**src/rtl/lat_pkg.sv**
```systemverilog
package lat_pkg;

   typedef enum logic [2:0] {
      ST_IDLE  = 3'd0,
      ST_ARM   = 3'd1,
      ST_TRIG  = 3'd2,
      ST_DLY   = 3'd3,
      ST_HOLD  = 3'd4
   } lat_state_e;

   typedef enum logic [1:0] {
      CFG_MASK  = 2'd0,
      CFG_ARM   = 2'd1,
      CFG_TRIG  = 2'd2,
      CFG_DELAY = 2'd3
   } lat_cfg_sel_e;

endpackage

```
**src/rtl/lat_mask_cmp.sv**
```systemverilog
// Masked equality compare: each bit either is don't-care or must match.
module lat_mask_cmp #(
   parameter int W = 32
) (
   input  logic [W-1:0] sample_i,
   input  logic [W-1:0] mask_i,
   input  logic [W-1:0] value_i,
   output logic         hit_o
);

   logic [W-1:0] bit_ok;

   for (genvar i = 0; i < W; i++) begin : g_bit
      assign bit_ok[i] = ~mask_i[i] | (sample_i[i] == value_i[i]);
   end

   assign hit_o = &bit_ok;

endmodule

```
**src/rtl/lat_dly_cnt.sv**
```systemverilog
// Post-trigger delay down counter; flags the final tick.
module lat_dly_cnt #(
   parameter int DLY_W = 16
) (
   input  logic             clk,
   input  logic             rst_n,
   input  logic             clear_i,
   input  logic             load_i,
   input  logic [DLY_W-1:0] load_val_i,
   input  logic             en_i,
   output logic             last_o
);

   localparam logic [DLY_W-1:0] ONE = DLY_W'(1);

   logic [DLY_W-1:0] cnt_q;

   always_ff @(posedge clk or negedge rst_n) begin
      if (!rst_n) begin
         cnt_q <= '0;
      end else if (clear_i) begin
         cnt_q <= '0;
      end else if (load_i) begin
         cnt_q <= load_val_i;
      end else if (en_i && (cnt_q != '0)) begin
         cnt_q <= cnt_q - ONE;
      end
   end

   assign last_o = (cnt_q == ONE);

endmodule

```
**src/rtl/lat_cfg_bank.sv**
```systemverilog
// Configuration bank: written only while idle; trigger value forced under mask.
module lat_cfg_bank
   import lat_pkg::*;
#(
   parameter int W     = 32,
   parameter int DLY_W = 16
) (
   input  logic             clk,
   input  logic             rst_n,
   input  logic             idle_i,
   input  logic             we_i,
   input  logic [1:0]       sel_i,
   input  logic [W-1:0]     data_i,
   output logic [W-1:0]     mask_o,
   output logic [W-1:0]     arm_o,
   output logic [W-1:0]     trig_o,
   output logic [DLY_W-1:0] dly_o,
   output logic             mask_zero_o,
   output logic             arm_skip_o,
   output logic             dly_zero_o
);

   logic [W-1:0]     mask_q;
   logic [W-1:0]     arm_q;
   logic [W-1:0]     trig_q;
   logic [DLY_W-1:0] dly_q;
   logic             wr_ok;

   assign wr_ok = we_i && idle_i;

   always_ff @(posedge clk or negedge rst_n) begin
      if (!rst_n) begin
         mask_q <= '0;
         arm_q  <= '0;
         trig_q <= '0;
         dly_q  <= '0;
      end else if (wr_ok) begin
         unique case (lat_cfg_sel_e'(sel_i))
            CFG_MASK:  mask_q <= data_i;
            CFG_ARM:   arm_q  <= data_i;
            CFG_TRIG:  trig_q <= data_i;
            CFG_DELAY: dly_q  <= data_i[DLY_W-1:0];
            default:   ;
         endcase
      end
   end

   for (genvar i = 0; i < W; i++) begin : g_force
      assign trig_o[i] = trig_q[i] & mask_q[i];
   end

   assign mask_o      = mask_q;
   assign arm_o       = arm_q;
   assign dly_o       = dly_q;
   assign mask_zero_o = (mask_q == '0);
   assign arm_skip_o  = (arm_q == mask_q);
   assign dly_zero_o  = (dly_q == '0);

endmodule

```
**src/rtl/lat_trig_seq.sv**
```systemverilog
// Arm-then-trigger capture sequencer with optional post-trigger delay.
module lat_trig_seq
   import lat_pkg::*;
#(
   parameter int W     = 32,
   parameter int DLY_W = 16
) (
   input  logic         clk,
   input  logic         rst_n,
   input  logic [W-1:0] sample_i,
   input  logic         cfg_we_i,
   input  logic [1:0]   cfg_sel_i,
   input  logic [W-1:0] cfg_data_i,
   input  logic         start_i,
   input  logic         abort_i,
   input  logic         cap_done_i,
   output logic         cap_start_o,
   output logic         armed_o,
   output logic         delaying_o,
   output logic         triggered_o
);

   if (W < 1) begin : g_bad_w
      $error("lat_trig_seq: W must be at least 1");
   end
   if ((DLY_W < 1) || (DLY_W > W)) begin : g_bad_dly
      $error("lat_trig_seq: DLY_W must lie in 1..W");
   end

   lat_state_e       st_q, st_d;
   logic             fire_d, fire_q;
   logic             load_d;
   logic             is_idle;
   logic [W-1:0]     mask_w, arm_w, trig_w;
   logic [DLY_W-1:0] dly_w;
   logic             mask_zero, arm_skip, dly_zero;
   logic             arm_hit, trig_hit, dly_last;

   assign is_idle = (st_q == ST_IDLE);

   lat_cfg_bank #(.W(W), .DLY_W(DLY_W)) u_cfg (
      .clk         (clk),
      .rst_n       (rst_n),
      .idle_i      (is_idle),
      .we_i        (cfg_we_i),
      .sel_i       (cfg_sel_i),
      .data_i      (cfg_data_i),
      .mask_o      (mask_w),
      .arm_o       (arm_w),
      .trig_o      (trig_w),
      .dly_o       (dly_w),
      .mask_zero_o (mask_zero),
      .arm_skip_o  (arm_skip),
      .dly_zero_o  (dly_zero)
   );

   lat_mask_cmp #(.W(W)) u_arm_cmp (
      .sample_i (sample_i),
      .mask_i   (mask_w),
      .value_i  (arm_w),
      .hit_o    (arm_hit)
   );

   lat_mask_cmp #(.W(W)) u_trig_cmp (
      .sample_i (sample_i),
      .mask_i   (mask_w),
      .value_i  (trig_w),
      .hit_o    (trig_hit)
   );

   lat_dly_cnt #(.DLY_W(DLY_W)) u_dly (
      .clk        (clk),
      .rst_n      (rst_n),
      .clear_i    (abort_i),
      .load_i     (load_d),
      .load_val_i (dly_w),
      .en_i       (st_q == ST_DLY),
      .last_o     (dly_last)
   );

   always_comb begin
      st_d   = st_q;
      fire_d = 1'b0;
      load_d = 1'b0;
      unique case (st_q)
         ST_IDLE: begin
            if (start_i) begin
               if (mask_zero) begin
                  fire_d = 1'b1;
                  st_d   = ST_HOLD;
               end else if (arm_skip) begin
                  st_d = ST_TRIG;
               end else begin
                  st_d = ST_ARM;
               end
            end
         end
         ST_ARM: begin
            if (arm_hit) st_d = ST_TRIG;
         end
         ST_TRIG: begin
            if (trig_hit) begin
               if (dly_zero) begin
                  fire_d = 1'b1;
                  st_d   = ST_HOLD;
               end else begin
                  load_d = 1'b1;
                  st_d   = ST_DLY;
               end
            end
         end
         ST_DLY: begin
            if (dly_last) begin
               fire_d = 1'b1;
               st_d   = ST_HOLD;
            end
         end
         ST_HOLD: begin
            if (cap_done_i) st_d = ST_IDLE;
         end
         default: st_d = ST_IDLE;
      endcase
      if (abort_i) begin
         st_d   = ST_IDLE;
         fire_d = 1'b0;
         load_d = 1'b0;
      end
   end

   always_ff @(posedge clk or negedge rst_n) begin
      if (!rst_n) begin
         st_q   <= ST_IDLE;
         fire_q <= 1'b0;
      end else begin
         st_q   <= st_d;
         fire_q <= fire_d;
      end
   end

   assign cap_start_o = fire_q;
   assign armed_o     = (st_q == ST_TRIG);
   assign delaying_o  = (st_q == ST_DLY);
   assign triggered_o = (st_q == ST_HOLD);

endmodule

```
**config.mk**
```make
export PLATFORM = sky130hd
export DESIGN_NAME = lat_trig_seq
export DESIGN_NICKNAME = d
export VERILOG_FILES = /design/src/rtl/lat_pkg.sv /design/src/rtl/lat_mask_cmp.sv /design/src/rtl/lat_dly_cnt.sv /design/src/rtl/lat_cfg_bank.sv /design/src/rtl/lat_trig_seq.sv
export SDC_FILE = /design/constraint.sdc
export NUM_CORES = 1
export LEC_CHECK = 0
export BUFFER_PORTS_ARGS = -buffer_cell sky130_fd_sc_hd__buf_2
export CORE_MARGIN = 2
export CORE_UTILIZATION = 35
export CTS_CLUSTER_DIAMETER = 60
export CTS_CLUSTER_SIZE = 28
export DETAILED_ROUTE_END_ITERATION = 7
export PLACE_DENSITY = 0.51
export SYNTH_ARGS = -nofsm -noshare
export SYNTH_HDL_FRONTEND = slang
export SYNTH_SLANG_ARGS = --single-unit
export TNS_END_PERCENT = 50
```
**constraint.sdc**
```tcl
create_clock -name clk -period 3 [get_ports clk]
set_input_delay 0.3 -clock clk [delete_from_list [all_inputs] [get_ports clk]]
set_output_delay 0.3 -clock clk [all_outputs]
set_load 0.01 [all_outputs]
```
* Word-level counts from Yosys, hierarchy flattened
Cells that the tools add are included.
** Storage, ports and cells
- Bits in registers :: 132
- Input bits :: 72
- Output and inout port bits :: 4
- Logic and storage cells :: 253
** Operators by class
- $add $sub $neg :: 1
- Equal/unequal tests :: 78
- Multiplexer cells :: 24
- Bitwise operators :: 128
- Reduce and logical (&&, ||, !) cells :: 15
** Operator list (number)
- == test 1 bit :: 64
- bitwise OR 1 bit :: 64
- AND reduction 32 bit :: 2
- two-way mux 16 bit :: 3
- AND 1 bit :: 32
- == test 32 bit :: 1
- logical NOT 32 bit :: 1
- NOT 1 bit :: 32
- two-way mux 3 bit :: 8
- == test 16 x 1 -> 1 bit (second input constant) :: 1
- logical NOT 16 bit :: 1
- nonzero test 16 bit :: 1
- subtractor 16 x 1 -> 16 bit (second input constant) :: 1
- case mux 3 bit (5 select lines) :: 1
- != test 3 bit (second input constant) :: 4
- two-way mux 1 bit :: 10
- AND reduction 2 bit :: 4
- == test 3 x 2 -> 1 bit (second input constant) :: 2
- AND reduction 5 bit :: 1
- == test 2 bit (second input constant) :: 2
- == test 3 x 1 -> 1 bit (second input constant) :: 1
- == test 3 bit (second input constant) :: 1
- logical NOT 3 bit :: 1
- != test 3 x 2 -> 1 bit (second input constant) :: 1
- 6 further kinds :: 7

* Depth between registers and ports, before layout
Gate-level depths: netlist of run 1.
- Word-level depth :: 9
- Mapped depth :: 8
- Depth with buffers taken out :: 8

* Hierarchy
From an unflattened synthesis of run 1, not the netlist that was laid out.
** Unflattened totals
- Cell total of the unflattened synthesis :: 609
- Area, all modules :: 7279.5 µm²
** Modules (own cells, without submodules)
- lat_cfg_bank :: times used 1, cells each 331, area an instance 4877.2 µm², seq. area each 2802.7 µm²
- lat_dly_cnt :: times used 1, cells each 133, area an instance 1168.6 µm², seq. area each 400.4 µm²
- lat_mask_cmp :: times used 2, cells each 53, area an instance 437.9 µm², seq. area each 0.0 µm²
- lat_trig_seq :: times used 1, cells each 39, area an instance 357.8 µm², seq. area each 100.1 µm²

* Least setup slack after synthesis of run 1
OpenSTA, ideal clock, no wires.
- Kind :: reg2reg
- From :: register u_dly.cnt_q[11]
- To :: register st_q[1]
- Setup time :: 0.127 ns
- Data arrival time :: 2.068 ns
- Data required time :: 2.873 ns
- Setup slack :: 0.804 ns
- Stages on the path, launching flop included :: 7
- Buffers on the path :: 0
- Cells stage by stage :: dfrtp_1 > or4_4 > nor4_4 > and3b_1 > o21ai_2 > a21o_1 > mux2_1
** Between the ends
- Cells in the longest elaborated chain, start to end :: 3
** Ends and longest elaborated chain
- start, declared :: RTL line lat_dly_cnt.sv:16 : logic [DLY_W-1:0] cnt_q;
- start signal, assigned :: RTL line lat_dly_cnt.sv:24 : cnt_q <= load_val_i;
- start signal, assigned :: RTL line lat_dly_cnt.sv:26 : cnt_q <= cnt_q - ONE;
- == test 16 x 1 -> 1 bit :: RTL line lat_dly_cnt.sv:30 : assign last_o = (cnt_q == ONE);
- != test 3 bit (no line)
- AND reduction 5 bit (no line)
- end signal, assigned :: RTL line lat_trig_seq.sv:135 : st_q <= st_d;
- end, declared :: RTL line lat_trig_seq.sv:30 : lat_state_e st_q, st_d;
No other way between the ends.
A chain may end at the register's enable or synchronous reset.

* Final worst setup path of run 1
- From :: register u_cfg.mask_q[17], in the netlist u_cfg.mask_o[17]
- To :: register st_q[1]
** Between the ends
- Cells in the longest elaborated chain, start to end :: 6
- Elaborated cells on any way between the ends :: 17
** Ends and longest elaborated chain
- start, declared :: RTL line lat_cfg_bank.sv:23 : logic [W-1:0] mask_q;
- start signal, assigned :: RTL line lat_cfg_bank.sv:39 : CFG_MASK: mask_q <= data_i;
- == test 32 bit or AND 1 bit (tied branches) :: RTL line lat_cfg_bank.sv:56, lat_cfg_bank.sv:49
- two-way mux 2 bit or == test 1 bit (tied branches) :: RTL line lat_trig_seq.sv:91, lat_mask_cmp.sv:14
- two-way mux 3 bit or bitwise OR 1 bit (tied branches) :: RTL line lat_trig_seq.sv:88, lat_mask_cmp.sv:14
- two-way mux 3 bit or AND reduction 32 bit (tied branches) :: RTL line lat_trig_seq.sv:87, lat_mask_cmp.sv:17
- case mux 3 bit (5 select lines) or != test 3 x 2 -> 1 bit (tied branches)
- two-way mux 3 bit or AND reduction 5 bit (tied branches)
Several ways; a longest one is shown, not always the timed one. The select of a mux whose other input is x is not followed.

==> results of run 1 <==
==> state kept, by name, indices dropped and copies added, names as in the netlist <==
register and cells:
u_dly.cnt_q 16, u_cfg.mask_o 32, u_cfg.trig_q 32, st_q 3, cap_start_o 1, u_cfg.dly_o 16
u_cfg.arm_o 32
==> layout by cell type, fill, tap and decap left out, types with 2 or more instances in the layout <==
cell,n
dfrtp_1,132
mux2_2,112
xor2_1,99
buf_2,74
a22oi_1,32
nor3_1,31
nor4_1,24
a21oi_1,18
clkbuf_16,17
nand4_1,13
nand2_1,11
xnor2_1,9
buf_4,8
nor2_1,7
nand3_1,7
nor2b_1,4
nand4b_1,4
or3_1,4
clkinv_2,4
clkinvlp_4,4
inv_1,3
nor3b_1,3
or4_1,3
a221oi_1,3
bufinv_16,3
nand3b_1,2
nor4b_1,2
or4_4,2
o221ai_1,2
nand2b_1,2
o32ai_1,2
ha_1,2
clkbuf_8,2
clkinv_4,2
buf_12,2
==> stage by stage <==
| stage | util, % | power [mW] | cell area (µm²) | setup slack, ps |
|---|---|---|---|---|
| 5_1_grt | 42.4 | 8.53 | 8210 | 391 |
| 3_5_place_dp | 39.2 | 5.94 | 7580 | 574 |
| 6_report | 42.4 | 8.08 | 8210 | 513 |
| 2_1_floorplan | - | 4.95 | 6840 | 804 |
| 3_3_place_gp | 39.2 | 5.92 | 7580 | 537 |
| 4_1_cts | 42.4 | 8.12 | 8210 | 556 |
==> layer usage <==
layer | wire [µm] | vias up
li1 | - | 2280
met1 | 8950 | 2563
met2 | 9240 | 143
met3 | 736 | 27
met4 | 384 | 0
met5 | 0 | -
==> repair_timing <==
item                      in CTS  in global routing
hold buffers                   1                  0
gates resized for setup        0                  0
hold endpoints to repair      49                  0
==> cells in the mapped netlist (all sizes together), types with 2 or more instances <==
library cell	number	area, µm²
ha	2	25.0
nor4b	2	17.5
nor3b	3	22.5
o221ai	2	17.5
nand2	11	41.3
nor3	32	160
nand3b	2	15.0
nor4	26	184
nand4	13	81.3
dfrtp	132	3300
inv	3	11.3
clkbuf	11	41.3
or3	4	25.0
buf	7	31.3
a22oi	32	240
nor2	7	26.3
nand2b	2	12.5
mux2	113	1270
nor2b	4	25.0
a221oi	3	26.3
o21ai	2	13.8
a21oi	18	90.1
or4	5	45.0
o32ai	2	17.5
xor2	99	867
xnor2	9	78.8
nand3	7	35.0
nand4b	4	35.0
==> path summary, 6_finish.rpt <==
kind	from	endpoint	slack, ps	cells past startpoint
setup / recovery	u_cfg.mask_o[17]$_DFFE_PN0P_	st_q[1]$_DFFE_PN0P_	510	6
hold / removal	cfg_data_i[26]	u_cfg.arm_o[26]$_DFFE_PN0P_	140	2
setup reg to reg	u_cfg.mask_o[17]$_DFFE_PN0P_	st_q[1]$_DFFE_PN0P_	510	6
hold reg to reg	u_cfg.trig_q[14]$_DFFE_PN0P_	u_cfg.trig_q[14]$_DFFE_PN0P_	530	1
max in group asynchronous	rst_n	u_cfg.mask_o[8]$_DFFE_PN0P_	1790	3
min in group asynchronous	rst_n	u_cfg.dly_o[4]$_DFFE_PN0P_	410	2
==> worst max-delay path: cells and delay by family, from the launching register on <==
family | cells | cell delay [ps]
xor+xnor | 1 | 210
flops | 1 | 470
simple gates | 3 | 1360
compound gates | 1 | 240
mux | 1 | 160
==> power by group through the flow <==
| stage | clock [mW] | combinational (mW) | sequential (mW) |
|---|---|---|---|
| floorplan | 0 | 1.75 | 3.20 |
| global placement | 0 | 2.39 | 3.53 |
| detailed placement | 0 | 2.40 | 3.55 |
| CTS | 2.17 | 2.42 | 3.53 |
| global route | 2.25 | 2.63 | 3.65 |
| finish | 2.13 | 2.41 | 3.54 |
==> area by class of cell <==
class	count	area (µm²)	share of cell area (%)
timing repair buffer	86	492	5.99
tap	265	332	4.04
inverter	3	11.3	0.137
clock buffer	19	453	5.52
clock inverter	13	158	1.92
sequential	132	3300	40.3
multi-input combinational	414	3460	42.1
==> cell families after synthesis <==
| family | Yosys count | synth area share (%) |
|---|---|---|
| xor gates and xnor gates | 108 | 13.8 |
| muxes | 113 | 18.6 |
| adders and majority gates | 2 | 0.366 |
| and+or+nand+nor | 127 | 11.2 |
| AOI/OAI and AO/OA | 64 | 6.51 |
| DFF | 132 | 48.3 |
| buffers and inverters | 21 | 1.23 |
==> flow_summary.yaml, run 1 <==
sta:
  fmax_mhz: 402
  tns_ps: 0
  relSlewSlack_pct: 45.1
  fin_skew_ps: 7.58
  rsz0062_at_grt: "no"
  period_needed_ps: 2490
  setup_violations: 0
  whs_ps: 138
  hold_violations: 0
  tightest_slew_ps: 817
  min_period_over_period_pct: 82.9
  finalMaxSlewViolations: 0
clock_network:
  cts-root-buf: "clkbuf_16"
  path_clk_slew_ps: 60
  cts.sinks: 132
  clock_path_buffers: 2
  cts_buffers: 17
  tritoncts: "done"
  cts_max_level: 4
  post_cts_buffers: 0
  clock_latency_ps: 420
critical_path:
  path_max_fanout: 5
  critical_path.startpoint_type: "flip-flop"
  crit_chain: "xor2_1, nor4_1, nand2_1, or4b_2, a221oi_1, mux2_1"
  cp.required_ps: 3360
  critPathCaptureType: "flip-flop"
  cpMaxStageDelayCell: "or4b_2"
  cp.arrival_ps: 2850
  crit_type: "reg2reg"
  crit_path_max_incr_delay_ps: 700
global_route:
  antenna_found_initial: 0
  grt_util_met1_pct: 26.5
  use_met2_pct: 32.2
  gr-usage-met3_pct: 3.20
  grt_remaining_overflow: 0
  top_usage_layer: "met2"
  track_usage_pct: 19.7
  grt_pass1_vias: 5249
  grt_pass1_wl_um: 30400
  grt_max_degree: 55
synth:
  syn_nets: 641
  synthDistinctLibCells: 44
  syn_area_mm2: 0.00684
  yosys_warnings: 0
  ys_seq_elements: 132
  avgSynthCellArea_um2: 12.1
  synth_edf_count: 0
  synthFlopType: "dfrtp_1"
  syn_inst: 567
  yosysSeqAreaShare_pct: 48.3
  synth-async-reset-ratio_pct: 100
power:
  p_leak_nw: 3.54
  switching_share_pct: 35.8
  p_seq_share_pct: 43.8
  power.internal_mw: 5.19
  pwr-share-comb_pct: 29.8
  peakVddDrop_mv: 0.466
  switching_power_mw: 2.89
  p_per_area_mw_per_mm2: 985
  clkPwrFrac_pct: 26.4
finish:
  area_growth_pct: 20.0
  drive_gt1_share_pct: 35.5
  num-fill-cells: 1859
  fin_cells: 932
  fin_nets: 728
  num_antenna_cells: 0
detailed_routing:
  first_pass_iters: 5
  first_iter_violations: 266
  vias_per_cell: 5.38
  wl_per_cell_um: 20.7
  drc: 0
  vias: 5013
  drtAntennaViolNets: 0
  wl_um: 19300
die:
  io_pins: 76
  dieHeight_um: 144
  core_mm2: 0.0193
  die_width_um: 144
  start_util_pct: 35.4
  die_area_mm2: 0.0207
  num_rows: 51
placed_design:
  place_inst: 899
  dp_hpwl_um: 14200
  place_congestion: 0.918
  io_buffer_count: 75
min_path:
  min_path_type: "in2reg"
status:
  status: "complete, no violations"
flow_run:
  cap_violations: 0
(Power assumes the default switching activity.)
==> run 2: changes to the inputs <==
PLACE_DENSITY = 0.53   (was 0.51)
clock period = 2.2 ns   (was 3 ns; I/O delays follow)
==> run 2 against run 1 <==
Effect of this change: the run now ends with setup timing left; first-iteration DRC count grew 30%; register-to-register slack lost 560 ps; routed wire length grew 5.3%; worst hold slack lost 80 ps; non-clock buffer count grew 66; clock power grew 29%; combinational power grew 86%; clock-buffer cell count grew 2; critical path type unchanged; largest cell class unchanged; highest routed layer unchanged.
==> flow_summary.yaml, run 2 (synthesis gave the netlist of run 1 again) <==
die:
  die_width_um: 144
  io_pins: 76
  start_util_pct: 35.4
  die_area_mm2: 0.0207
  dieHeight_um: 144
  num_rows: 51
  core_mm2: 0.0193
sta:
  fin_skew_ps: 8.18
  fmax_mhz: 446
  setup_ws_ps: -43.2
  rsz0062_at_grt: "yes"
  finalMaxSlewViolations: 0
  period_needed_ps: 2240
  hold_violations: 0
  setup_violations: 1
  tightest_slew_ps: 546
  relSlewSlack_pct: 63.6
  min_period_over_period_pct: 102
min_path:
  min_path_type: "in2reg"
clock_network:
  cts_max_level: 4
  tritoncts: "done"
  cts-root-buf: "clkbuf_16"
  clock_path_buffers: 2
  cts_buffers: 17
  clock_latency_ps: 420
  cts.sinks: 132
  path_clk_slew_ps: 60
critical_path:
  crit_path_max_incr_delay_ps: 520
  critPathCaptureType: "flip-flop"
  r2r_setup_slack_ps: -40
  crit_chain: "xor2_1, nor4_1, nand4_1, or4b_4, a221oi_2, mux2_4"
  cp.arrival_ps: 2600
  cp.required_ps: 2560
  critical_path.startpoint_type: "flip-flop"
  path_max_fanout: 5
  crit_type: "reg2reg"
  cpMaxStageDelayCell: "or4b_4"
power:
  switching_power_mw: 4.27
  switching_share_pct: 36.3
  p_per_area_mw_per_mm2: 1330
  peakVddDrop_mv: 0.705
  p_total_mw: 11.8
  p_leak_nw: 3.89
  clkPwrFrac_pct: 23.3
  power.internal_mw: 7.51
  p_seq_share_pct: 38.7
  pwr-share-comb_pct: 38.0
detailed_routing:
  vias_per_cell: 5.21
  drc: 0
  drtAntennaViolNets: 0
  wl_um: 20300
  first_pass_iters: 5
  first_iter_violations: 345
  wl_per_cell_um: 20.4
  vias: 5198
status:
  violations: "setup timing"
  status: "complete, but fails checks"
finish:
  layout_common_cells: "dfrtp_1 (131), mux2_2 (112), xor2_1 (99)"
  area_growth_pct: 29.7
  fin_nets: 794
  utilization_pct: 45.9
  num_antenna_cells: 0
  drive_gt1_share_pct: 46.0
  final_common_cell: "dfrtp_1"
global_route:
  track_usage_pct: 20.5
  grt_remaining_overflow: 0
  grt_pass1_vias: 5434
  grt_max_degree: 48
  antenna_found_initial: 0
  grt_pass1_wl_um: 31300
flow_run:
  cap_violations: 0
placed_design:
  io_buffer_count: 75
  place_congestion: 0.973
  dp_hpwl_um: 15100
-- run 2: layout make-up --
class | count | area (µm²)
clock buffers | 21 | 480
inverters | 3 | 11.3
multi-input cells | 414 | 3650
well taps | 265 | 332
fillers | 1811 | 10500
flip-flops and latches | 132 | 3300
clock inverters | 11 | 101
repair buffers | 152 | 998
-- run 2: worst paths after layout --
| kind | startpoint | endpoint | depth (start not counted) |
|---|---|---|---|
| hold / removal | cfg_data_i[16] | u_cfg.trig_q[16]$_DFFE_PN0P_ | 2 |
| setup / recovery | u_cfg.mask_o[0]$_DFFE_PN0P_ | st_q[1]$_DFFE_PN0P_ | 6 |
| min in group asynchronous | rst_n | u_cfg.mask_o[4]$_DFFE_PN0P_ | 2 |
| max in group asynchronous | rst_n | u_cfg.mask_o[8]$_DFFE_PN0P_ | 3 |
| setup reg to reg | u_cfg.mask_o[0]$_DFFE_PN0P_ | st_q[1]$_DFFE_PN0P_ | 6 |
| hold reg to reg | u_cfg.trig_q[18]$_DFFE_PN0P_ | u_cfg.trig_q[18]$_DFFE_PN0P_ | 1 |
-- run 2: stage by stage --
step	worst slack [ps]	hold slack [ps]	cell area, µm²	instances	TNS (ps)
after floorplan	4.06	-75.6	6840	567	0
after global routing	-86.5	46.0	8870	998	-749
after global placement	-204	178	8040	960	-1450
final	-43.2	58.8	8870	998	-43.2
after detailed placement	-246	179	8040	960	-2160
after CTS	-22.0	45.2	8750	996	-22.0
-- run 2: what timing repair did --
item | 4_1_cts | 5_1_grt
hold buffers | 1 | 0
endpoints found under the hold margin | 44 | 0
endpoints found under the setup margin | 20 | 20
resized for setup | 20 | 26
gates cloned | 1 | 0
buffers inserted | 2 | 2
pin swaps | 8 | 5
-- run 2: worst max-delay path, delay by kind of cell (launching register included) --
kind	cells	cell delay (ps)
AND/OR/NAND/NOR	3	1110
flip-flops	1	450
multiplexers	1	190
AO/OA/AOI/OAI	1	250
XOR/XNOR	1	190
-- run 2: power groups by stage --
| stage | combinational [mW] | clock (mW) | sequential [mW] |
|---|---|---|---|
| after global placement | 4.15 | 0 | 4.51 |
| final | 4.48 | 2.75 | 4.56 |
| after detailed placement | 4.18 | 0 | 4.56 |
| after global routing | 4.79 | 2.91 | 4.71 |
| after floorplan | 2.38 | 0 | 4.37 |
| after CTS | 4.43 | 2.80 | 4.53 |
-- run 2: metal layers --
layer / GRT usage, % / share of wire [%] / vias to the layer above
met5: 0 / 0 / -
met3: 4.93 / 4.9 / 18
met1: 27.1 / 45 / 2632
met4: 5.62 / 1.4 / 0
li1: - / - / 2410
met2: 33.8 / 49 / 138
==> run 3: changes to the inputs <==
ABC_AREA = 1   (was not set)
SETUP_SLACK_MARGIN = 0.2   (was not set)
SLEW_MARGIN = 20   (was not set)
==> run 3 against run 2 <==
Effect of this change: the run now ends clean; first-iteration DRC count up 31%; die area up 13%; combinational power up 5.4%; core utilization down 3.7 points; flip-flop and latch count unchanged; sequential share of layout area down 1.3 points; worst setup slack better by 380 ps; area after synthesis up 13%; final cell count up 49%.
==> flow_summary.yaml, run 3 <==
synth:
  yosysSeqAreaShare_pct: 42.7
  yosys_warnings: 0
  synthMuxAreaShare_pct: 0.436
  syn_area_mm2: 0.00774
  synth-compound-area-share_pct: 8.10
  synthXorXnorAreaFrac_pct: 1.58
  ys_seq_elements: 132
  synth_top_family_by_area: "simple AND/OR/NAND/NOR gates"
  synthSimpleGateAreaFrac_pct: 36.5
  syn_inst: 1104
  synthFlopType: "dfrtp_1"
  synth-async-reset-ratio_pct: 100
  synthTopCellsByArea: "dfrtp_1 (43%), nand2_1 (20%), o21ai_0 (7.2%)"
  synthAdderAreaFrac_pct: 0.323
  avgSynthCellArea_um2: 7.01
  synthTopCellsByCount: "nand2_1 (414), inv_1 (148), dfrtp_1 (132)"
  synth_top_area_share_pct: 42.7
  synth_edf_count: 0
  synthDistinctLibCells: 37
  syn_nets: 1178
  yosysMostFrequentCell: "nand2_1"
  synth_top_cell_by_area: "dfrtp_1"
clock_network:
  tritoncts: "done"
  path_clk_slew_ps: 60
  clock_latency_ps: 430
  cts.sinks: 132
  cts_buffers: 17
  cts_max_level: 4
  cts-root-buf: "clkbuf_16"
  clock_path_buffers: 2
power:
  p_leak_nw: 4.64
  p_per_area_mw_per_mm2: 1270
  peakVddDrop_mv: 0.419
  p_total_mw: 11.7
finish:
  layout_common_cells: "nand2_1 (408), inv_1 (148), dfrtp_1 (132)"
  num-fill-cells: 2275
  num_antenna_cells: 0
  finalInstanceArea_mm2: 0.00918
  fin_cells: 1488
  fin_nets: 1269
  area_growth_pct: 18.6
  utilization_pct: 42.2
  drive_gt1_share_pct: 15.3
  final_common_cell: "nand2_1"
global_route:
  grt_max_degree: 54
  grt_pass1_wl_um: 35500
  antenna_found_initial: 1
  grt_remaining_overflow: 0
  track_usage_pct: 19.5
  grt_pass1_vias: 6612
sta:
  setup_violations: 0
  tns_ps: 0
  fin_skew_ps: 6.09
  whs_ps: 28.7
  setup_ws_ps: 333
  fmax_mhz: 536
  finalMaxSlewViolations: 0
  hold_violations: 0
  min_period_over_period_pct: 84.9
  rsz0062_at_grt: "yes"
  tightest_slew_ps: 558
  relSlewSlack_pct: 62.7
  period_needed_ps: 1870
placed_design:
  io_buffer_count: 75
  place_congestion: 0.858
  dp_slack_ps: 247
  place_area_mm2: 0.00843
  dp_hpwl_um: 16600
  place_inst: 1442
die:
  die_width_um: 153
  start_util_pct: 35.6
  io_pins: 76
  num_rows: 54
  core_mm2: 0.0218
  dieHeight_um: 153
  die_area_mm2: 0.0233
min_path:
  hp-start: "cfg_data_i[16]"
  min_path_type: "in2reg"
  hold_end: "u_cfg.mask_o[16]$_DFFE_PN0P_"
  holdPathStages: 3
detailed_routing:
  wl_per_cell_um: 15.1
  drtAntennaViolNets: 0
  vias_per_cell: 4.82
  wl_um: 22500
  first_pass_iters: 5
  first_iter_violations: 453
  drc: 0
  vias: 7177
status:
  status: "complete, no violations"
critical_path:
  ff2ff_path_depth: 14
  r2r_setup_slack_ps: 330
  critical_path.startpoint_type: "flip-flop"
  critPathCaptureType: "flip-flop"
  path_max_fanout: 6
  rr_endpoint: "u_dly.cnt_q[4]$_DFFE_PN0P_"
  cp.required_ps: 2560
  crit_type: "reg2reg"
  cp.arrival_ps: 2230
  timing.rr.start: "u_cfg.trig_q[19]$_DFFE_PN0P_"
flow_run:
  cap_violations: 0
run 3: cell count changes in the layout (fill, tap and decap cells not counted), moves of 14 or more:
cell	delta
inv_2	+15
buf_4	-54
xor2_1	-88
nand4_1	+32
o21ai_0	+109
nor2_1	+41
mux2_2	-111
nor3_1	-15
nand2_1	+397
a22oi_1	-24
a21oi_1	-14
nand3_1	+80
inv_1	+145
run 3: critical path: stages (launching register included):
cell     delay, ps
dfrtp_1        370
inv_1           70
nand2_1         50
nand3_1        100
nand2_1        100
nor2_1         110
nand2_1         90
nor2_4         190
nand2_4        100
nor2_8         190
buf_4          150
nand3_1         80
nand2_1        100
nand2_1         50
nand2_1         60
run 3: worst max-delay path by stage:
stage | cells past startpoint | start | slack, ps | end
final | 14 | u_cfg.trig_q[19]$_DFFE_PN0P_ | 330 | u_dly.cnt_q[4]$_DFFE_PN0P_
after global routing | 14 | u_cfg.trig_q[16]$_DFFE_PN0P_ | 180 | u_dly.cnt_q[2]$_DFFE_PN0P_
after CTS | 11 | u_dly.cnt_q[0]$_DFFE_PN0P_ | 210 | u_dly.cnt_q[14]$_DFFE_PN0P_
after detailed placement | 11 | u_dly.cnt_q[0]$_DFFE_PN0P_ | 250 | u_dly.cnt_q[14]$_DFFE_PN0P_
after global placement | 11 | u_dly.cnt_q[0]$_DFFE_PN0P_ | 240 | u_dly.cnt_q[14]$_DFFE_PN0P_
after floorplan | 12 | u_dly.cnt_q[0]$_DFFE_PN0P_ | 420 | u_dly.cnt_q[2]$_DFFE_PN0P_
run 3: layer usage:
metal	vias to the layer above	part of all wire, %	global-route usage, %
met5	-	0.049	0
met4	2	1.8	6.66
met3	25	5.3	3.84
met2	147	44	29.5
met1	3327	49	28.0
li1	3676	-	-
run 3: area by class of cell:
| cell class | instances | area (µm²) | share of cell area (%) |
|---|---|---|---|
| clock buffer | 22 | 444 | 4.84 |
| clock inverter | 10 | 85.1 | 0.927 |
| inverter | 164 | 616 | 6.71 |
| multi-input combinational | 779 | 3730 | 40.6 |
| sequential | 132 | 3300 | 36.0 |
| tap | 280 | 350 | 3.82 |
| timing repair buffer | 101 | 649 | 7.07 |
run 3: what timing repair did:
action,4_1_cts,5_1_grt
hold buffers,1,0
endpoints found under the setup margin,0,20
gates resized for setup,0,22
hold endpoints to repair,35,0
setup buffers,0,11
run 3: logic make-up (layout without fill, tap and decap cells):
family,after synthesis,in the layout
AOI/OAI and AO/OA,120,121
xor gates and xnor gates,14,14
adders and majority gates,2,2
buffers and inverters,195,297
DFF,132,132
muxes,3,3
and+or+nand+nor,638,639
run 3: power by group:
| group | total (mW) | leakage, nW | internal (mW) | switching, mW |
|---|---|---|---|---|
| clock network | 2.64 | 0.250 | 1.54 | 1.10 |
| logic | 4.72 | 2.73 | 1.71 | 3.01 |
| registers | 4.32 | 1.67 | 3.50 | 0.828 |
